**src/rtl/pgate_pkg.sv**
```systemverilog
package pgate_pkg;
  typedef enum logic [2:0] {
    ST_RUN,
    ST_SAVE_CHK,
    ST_SAVE,
    ST_OFF,
    ST_SLEEP,
    ST_WAKE,
    ST_RST_CHK,
    ST_RESTORE
  } pg_state_t;
endpackage

```
**src/rtl/settle_timer.sv**
```systemverilog
module settle_timer #(
  parameter int CW = 8
) (
  input  logic          clk,
  input  logic          rst_n,
  input  logic          load,
  input  logic [CW-1:0] init,
  output logic          expired
);
  logic [CW-1:0] cnt_q;

  always_ff @(posedge clk or negedge rst_n) begin
    if (!rst_n)              cnt_q <= '0;
    else if (load)           cnt_q <= init;
    else if (cnt_q != '0)    cnt_q <= cnt_q - 1'b1;
  end

  assign expired = (cnt_q == '0);
endmodule

```
**src/rtl/seg_chain.sv**
```systemverilog
module seg_chain #(
  parameter int NSEG = 4,
  parameter int CW   = 8
) (
  input  logic            clk,
  input  logic            rst_n,
  input  logic            clear,
  input  logic            run,
  input  logic [NSEG-1:0] seg_ack,
  input  logic [CW-1:0]   settle_cycles,
  output logic [NSEG-1:0] seg_en,
  output logic            done
);
  localparam int IW = (NSEG > 1) ? $clog2(NSEG) : 1;
  localparam logic [IW-1:0] LAST = IW'(NSEG - 1);

  logic [NSEG-1:0] en_q;
  logic [IW-1:0]   idx_q;
  logic [IW-1:0]   idx_nxt;
  logic            timing_q;
  logic            done_q;
  logic            tmr_load;
  logic            tmr_exp;

  assign idx_nxt  = idx_q + 1'b1;
  assign tmr_load = run && !done_q && !timing_q && en_q[idx_q] && seg_ack[idx_q];

  settle_timer #(.CW(CW)) u_timer (
    .clk     (clk),
    .rst_n   (rst_n),
    .load    (tmr_load),
    .init    (settle_cycles),
    .expired (tmr_exp)
  );

  always_ff @(posedge clk or negedge rst_n) begin
    if (!rst_n) begin
      en_q     <= '1;
      idx_q    <= '0;
      timing_q <= 1'b0;
      done_q   <= 1'b1;
    end else if (clear) begin
      en_q     <= '0;
      idx_q    <= '0;
      timing_q <= 1'b0;
      done_q   <= 1'b0;
    end else if (run && !done_q) begin
      if (!timing_q) begin
        if (!en_q[idx_q])          en_q[idx_q] <= 1'b1;
        else if (seg_ack[idx_q])   timing_q    <= 1'b1;
      end else if (tmr_exp) begin
        timing_q <= 1'b0;
        if (idx_q == LAST) begin
          done_q <= 1'b1;
        end else begin
          idx_q         <= idx_nxt;
          en_q[idx_nxt] <= 1'b1;
        end
      end
    end
  end

  assign seg_en = en_q;
  assign done   = done_q;
endmodule

```
**src/rtl/pgate_seq.sv**
```systemverilog
module pgate_seq
  import pgate_pkg::*;
#(
  parameter int NSEG = 4,
  parameter int CW   = 8
) (
  input  logic            clk,
  input  logic            rst_n,
  input  logic            sleep_req,
  input  logic            wake_req,
  input  logic            ret_rail_ok,
  input  logic            prim_on,
  input  logic [NSEG-1:0] seg_ack,
  input  logic [CW-1:0]   settle_cycles,
  output logic            save_pulse,
  output logic            restore_pulse,
  output logic [NSEG-1:0] seg_en,
  output logic            dom_ready,
  output logic            err_lost
);
  pg_state_t state_q, state_d;
  logic      pend_q;
  logic      err_q;
  logic      chain_done;
  logic      in_down;
  logic      in_wake;
  logic      rail_lost;

  assign in_down   = (state_q == ST_OFF) || (state_q == ST_SLEEP);
  assign in_wake   = (state_q == ST_WAKE) || (state_q == ST_RST_CHK) || (state_q == ST_RESTORE);
  assign rail_lost = in_down && !ret_rail_ok;

  seg_chain #(.NSEG(NSEG), .CW(CW)) u_chain (
    .clk           (clk),
    .rst_n         (rst_n),
    .clear         (state_q == ST_SAVE),
    .run           (state_q == ST_WAKE),
    .seg_ack       (seg_ack),
    .settle_cycles (settle_cycles),
    .seg_en        (seg_en),
    .done          (chain_done)
  );

  always_comb begin
    state_d = state_q;
    unique case (state_q)
      ST_RUN:      if (sleep_req || pend_q) state_d = ST_SAVE_CHK;
      ST_SAVE_CHK: if (ret_rail_ok)         state_d = ST_SAVE;
      ST_SAVE:                              state_d = ST_OFF;
      ST_OFF:      state_d = rail_lost ? ST_WAKE : ST_SLEEP;
      ST_SLEEP:    if (rail_lost || wake_req) state_d = ST_WAKE;
      ST_WAKE:     if (chain_done)          state_d = ST_RST_CHK;
      ST_RST_CHK:  if (prim_on)             state_d = err_q ? ST_RUN : ST_RESTORE;
      ST_RESTORE:                           state_d = ST_RUN;
      default:                              state_d = ST_RUN;
    endcase
  end

  always_ff @(posedge clk or negedge rst_n) begin
    if (!rst_n) begin
      state_q <= ST_RUN;
      pend_q  <= 1'b0;
      err_q   <= 1'b0;
    end else begin
      state_q <= state_d;
      if (state_q == ST_RUN)           pend_q <= 1'b0;
      else if (in_wake && sleep_req)   pend_q <= 1'b1;
      if (state_q == ST_SAVE)          err_q  <= 1'b0;
      else if (rail_lost)              err_q  <= 1'b1;
    end
  end

  assign save_pulse    = (state_q == ST_SAVE);
  assign restore_pulse = (state_q == ST_RESTORE);
  assign dom_ready     = (state_q == ST_RUN);
  assign err_lost      = err_q;
endmodule

```
**config.mk**
```make
export PLATFORM = sky130hd
export DESIGN_NAME = pgate_seq
export DESIGN_NICKNAME = d
export VERILOG_FILES = /design/src/rtl/pgate_pkg.sv /design/src/rtl/settle_timer.sv /design/src/rtl/seg_chain.sv /design/src/rtl/pgate_seq.sv
export SDC_FILE = /design/constraint.sdc
export NUM_CORES = 1
export LEC_CHECK = 0
export BUFFER_PORTS_ARGS = -buffer_cell sky130_fd_sc_hd__buf_2
export CELL_PAD_IN_SITES_DETAIL_PLACEMENT = 0
export CELL_PAD_IN_SITES_GLOBAL_PLACEMENT = 1
export CORE_UTILIZATION = 37
export CTS_CLUSTER_DIAMETER = 100
export DETAILED_ROUTE_END_ITERATION = 10
export HOLD_SLACK_MARGIN = 0.15
export PLACE_DENSITY_LB_ADDON = 0.1
export SKIP_LAST_GASP = 1
export SLEW_MARGIN = 20
export SYNTH_ARGS = -nofsm -noshare
export SYNTH_HDL_FRONTEND = slang
export SYNTH_SLANG_ARGS = --single-unit
```
**constraint.sdc**
```tcl
create_clock -name clk -period 1.7 [get_ports clk]
set_input_delay 0.17 -clock clk [delete_from_list [all_inputs] [get_ports clk]]
set_output_delay 0.17 -clock clk [all_outputs]
set_load 0.005 [all_outputs]
```
==> results by stage <==
Timing:
- The number of setup violations in the final report is 0.
- The worst pin sits at a relative slew slack of 67.26%.
- Setup total negative slack on the finished layout was measured at 0 ns.
- Setup repair after global routing could not meet its margin everywhere.
- The maximum clock frequency is 0.6011 GHz.
- At the pin with the least slew margin, the transition time is 0.4911 ns.
- The ratio of final minimum period to clock period is 97.87%.
- The worst path meets setup with 0.03629 ns of slack.
- The final-report max-slew violation count is 0.
- The final period demand of the worst path is 1.664 ns.
- For the final database, setup skew stands at 0.004111 ns.
- The number of hold violations in the final report is 0.

Global routing:
- The wire length of the first global-routing pass is 4.733 mm.
- The largest net degree at the start of global routing is 22.
- The initial antenna violation count is 0.
- The aggregate global routing overflow is 0.
- In the global route stage, overall resource usage came out at 16.88%.
- The number of global-route vias before repair is 1,063.

Layout:
- The area taken by multi-input logic gates is 770.7 sq um.
- The area taken by flip-flops and latches is 534.3 sq um.
- The number of antenna diodes in the final layout is 0.
- The proportion of layout cells with a drive suffix above 1 is 38.80%.
- Once layout is done, the placed cells without fillers occupy 1769 sq um.
- The count of cells in the finished layout, fillers not included, comes to 229.
- After the last flow step, the layout net total stands at 210.
- Fill cells in the final layout number 324.
- Compared with the post-synthesis result, the final layout area differs by 33.40%.
- The post-route core utilization is 52.20%.

Die:
- The floorplan step defined a die boundary enclosing 3828 sq um.
- The floorplan die height is 61.87 microns.
- The I/O pin count is 26.
- The placeable core area is 3390 sq um.
- In this run the core area contains 21 standard-cell rows.
- The floorplan step set the die width to 61.87 microns.
- For this configuration, the core starts out at a cell density of 39.13%.

Clocking:
- The root buffer cell is sky130_fd_sc_hd__clkbuf_4.
- In this run the number of H-tree levels came out at 1.
- The clock insertion delay at the later pin of the skew report is 0.31 ns.
- In this run the deepest clock path goes through 2 buffers.
- After clock tree synthesis, the clock-pin slew on the worst setup and hold paths is 0.13 ns.
- The clock tree from TritonCTS is built.
- The clock buffer count from CTS is 3.
- The clock sink total is 21.

Synthesis:
- When the netlist entered floorplanning its net count stood at 164.
- The mean instance size in the synthesized netlist is 9.611 sq um.
- In this run, synthesis produced a sequential element count of 21.
- The number of warning messages in the yosys log is 0.
- The part of the Yosys area used for sequential elements is 40.09%.
- The count of unique library cells instantiated by Yosys is 35.
- The synthesized cell area is 1326 sq um.
- The cell count after synthesis is 138.

Place:
- The number of I/O port buffers is 25.
- The placed instances occupy a cell area of 1568 sq um.
- The placed cell count is 214.
- OpenSTA, run right after detailed placement, puts the worst setup slack at -0.002111 ns.
- The global placement routability congestion is 0.7831.
- The post-DP HPWL is 2.279 mm.

Detailed routing:
- The routed length per instance is 13.18 microns.
- The number of optimization iterations in the first detailed-route pass is 4.
- The vias per cell is 5.087.
- Once detail routing completed, the nets flagged for antenna violations numbered 0.
- The DRC violation total after the first TritonRoute iteration is 18.
- For this run, design rule violations remaining after detail routing come to 0.
- Detailed routing inserted a total of 1,165 vias.
- The routed wire length is 3.019 mm.

Hold path:
- The worst hold path belongs to the class in2reg.

Critical path:
- The arrival time at the worst endpoint is 1.93 ns.
- At the worst endpoint, the required time is 1.96 ns.
- In this run the worst path has a maximum fanout of 4.
- The type of the setup path with the least slack is reg2reg.
- The endpoint kind of the worst setup timing path is a flip-flop.
- The startpoint type of the worst setup path is a flip-flop.

Flow run:
- The max-cap violation count is 0.

Pwr:
- In this run the static leakage power is 0.7781 nW.
- Across the VDD grid, the largest voltage drop is 0.0006024 V.
- Dividing total power by cell area gives a power density of 1501 nW/um^2.

Outcome:
- The flow ran to the end, and the final reports show no timing, DRC or antenna violations.
## state kept, by name (all words and copies together) (netlist names)
| register | flops |
|---|---|
| u_chain.u_timer.cnt_q | 8 |
| u_chain.seg_en | 4 |
| state_q | 3 |
| u_chain.idx_q | 2 |
| err_lost | 1 |
| pend_q | 1 |
| u_chain.done | 1 |
| u_chain.timing_q | 1 |
## critical path: stages (launching register included)
cell and delay [ns]:
sky130_fd_sc_hd__dfrtp_2 0.42, sky130_fd_sc_hd__mux4_2 0.51, sky130_fd_sc_hd__buf_4 0.15, sky130_fd_sc_hd__o21ai_1 0.31, sky130_fd_sc_hd__a32o_1 0.23
## synth_stat cells
cell type	instances	area, sq um
sky130_fd_sc_hd__nand2_1	16	60.06
sky130_fd_sc_hd__o21ai_1	2	10.01
sky130_fd_sc_hd__and3_1	1	6.260
sky130_fd_sc_hd__o21a_1	1	7.510
sky130_fd_sc_hd__nand3_1	3	15.01
sky130_fd_sc_hd__o31ai_1	5	37.54
sky130_fd_sc_hd__a32o_1	4	40.04
sky130_fd_sc_hd__nor4_2	1	12.51
sky130_fd_sc_hd__buf_6	2	22.52
sky130_fd_sc_hd__nor3_1	2	10.01
sky130_fd_sc_hd__mux2_2	4	45.04
sky130_fd_sc_hd__xor2_1	2	17.52
sky130_fd_sc_hd__nand4_1	4	25.02
sky130_fd_sc_hd__o32a_1	1	10.01
sky130_fd_sc_hd__o21ai_0	13	65.06
sky130_fd_sc_hd__nor3b_1	1	7.510
sky130_fd_sc_hd__ha_1	8	100.1
sky130_fd_sc_hd__inv_1	9	33.78
sky130_fd_sc_hd__a21oi_1	8	40.04
sky130_fd_sc_hd__and2_1	2	12.51
sky130_fd_sc_hd__clkbuf_1	4	15.01
sky130_fd_sc_hd__mux4_2	2	45.04
sky130_fd_sc_hd__xnor2_1	4	35.03
sky130_fd_sc_hd__mux2_4	1	15.01
sky130_fd_sc_hd__nor2_1	6	22.52
sky130_fd_sc_hd__dfrtp_1	16	400.4
sky130_fd_sc_hd__nand2b_1	1	6.260
sky130_fd_sc_hd__buf_2	3	15.01
sky130_fd_sc_hd__a21o_1	1	7.510
sky130_fd_sc_hd__mux2i_1	2	20.02
sky130_fd_sc_hd__and4b_1	1	10.01
sky130_fd_sc_hd__a31oi_1	1	6.260
sky130_fd_sc_hd__and4bb_2	1	12.51
sky130_fd_sc_hd__or3_1	1	6.260
sky130_fd_sc_hd__dfstp_2	5	131.4
## where the power goes
group | leakage [nW] | total (mW) | switching (mW) | internal [mW]
clock | 0.0139 | 0.260 | 0.170 | 0.0898
combinational | 0.528 | 1.40 | 0.631 | 0.768
sequential | 0.236 | 0.996 | 0.257 | 0.739
total | 0.778 | 2.66 | 1.06 | 1.60
## per-layer routing
metal / GRT usage [%] / wire length (microns) / up-vias
li1: - / - / 586
met1: 22.90 / 1495 / 554
met2: 27.96 / 1416 / 21
met3: 2.692 / 83 / 4
met4: 4.762 / 25 / 0
met5: 0 / 0 / -
## layout by cell type (no fill, tap or decap), types with 2 or more instances in the layout
cell                             n
sky130_fd_sc_hd__xnor2_1         4
sky130_fd_sc_hd__o21ai_1         3
sky130_fd_sc_hd__dlygate4sd3_1   9
sky130_fd_sc_hd__mux2i_1         2
sky130_fd_sc_hd__inv_1           8
sky130_fd_sc_hd__o21ai_0        12
sky130_fd_sc_hd__a32o_1          4
sky130_fd_sc_hd__a21oi_1         8
sky130_fd_sc_hd__nand2_1        16
sky130_fd_sc_hd__nor2_1          6
sky130_fd_sc_hd__buf_6           2
sky130_fd_sc_hd__ha_1            8
sky130_fd_sc_hd__nand4_1         4
sky130_fd_sc_hd__xor2_1          2
sky130_fd_sc_hd__mux4_2          2
sky130_fd_sc_hd__dfrtp_1        14
sky130_fd_sc_hd__nor3_1          2
sky130_fd_sc_hd__dfstp_2         5
sky130_fd_sc_hd__nand3_1         3
sky130_fd_sc_hd__dfrtp_2         2
sky130_fd_sc_hd__o31ai_2         4
sky130_fd_sc_hd__buf_4          14
sky130_fd_sc_hd__mux2_2          4
sky130_fd_sc_hd__buf_2          25
sky130_fd_sc_hd__clkbuf_4        3
## cell families after synthesis
| kind of cell | Yosys count | synth area share, % |
|---|---|---|
| adder cells (fa/ha/maj) | 8 | 7.547 |
| buffers and inverters | 18 | 6.508 |
| AO/OA/AOI/OAI | 36 | 16.89 |
| multiplexers | 9 | 9.433 |
| flip-flops | 21 | 40.09 |
| AND/OR/NAND/NOR | 40 | 15.57 |
| XOR/XNOR | 6 | 3.962 |
## what timing repair did
item | CTS | global route
endpoints found under the hold margin | 29 | 0
endpoints found under the setup margin | 6 | 14
resized for setup | 2 | 14
pin swaps | 5 | 2
buffers inserted | 1 | 1
hold buffers | 9 | 0
## metrics by stage
| step | total power, mW | hold WS (ns) |
|---|---|---|
| 6_report | 2.655 | 0.1628 |
| 5_1_grt | 2.879 | 0.1816 |
| 4_1_cts | 2.514 | 0.1590 |
| 3_5_place_dp | 2.214 | 0.1666 |
| 3_3_place_gp | 2.186 | 0.1694 |
| 2_1_floorplan | 1.788 | -0.1256 |
## cell type report
cell class                      count  share of cell area (%)
Inverter                            9                   1.909
Clock inverter                      1                  0.4243
Tap cell                           46                   3.253
Clock buffer                        3                   1.273
Multi-Input combinational cell     99                   43.56
Sequential cell                    21                   30.20
Timing Repair Buffer               50                   19.38
## final timing paths
kind	startpoint	endpoint	slack, ns	cells past startpoint
worst min register to register	pend_q	pend_q	0.53	2
worst max register to register	u_chain.idx_q[0]	u_chain.seg_en[2]	0.04	4
worst max-delay path	u_chain.idx_q[0]	u_chain.seg_en[2]	0.04	4
worst min-delay path	sleep_req	pend_q	0.16	3
max in group asynchronous	rst_n	u_chain.idx_q[0]	1.01	2
min in group asynchronous	rst_n	u_chain.u_timer.cnt_q[1]	0.33	2
Power figures use the tool's default switching activity.
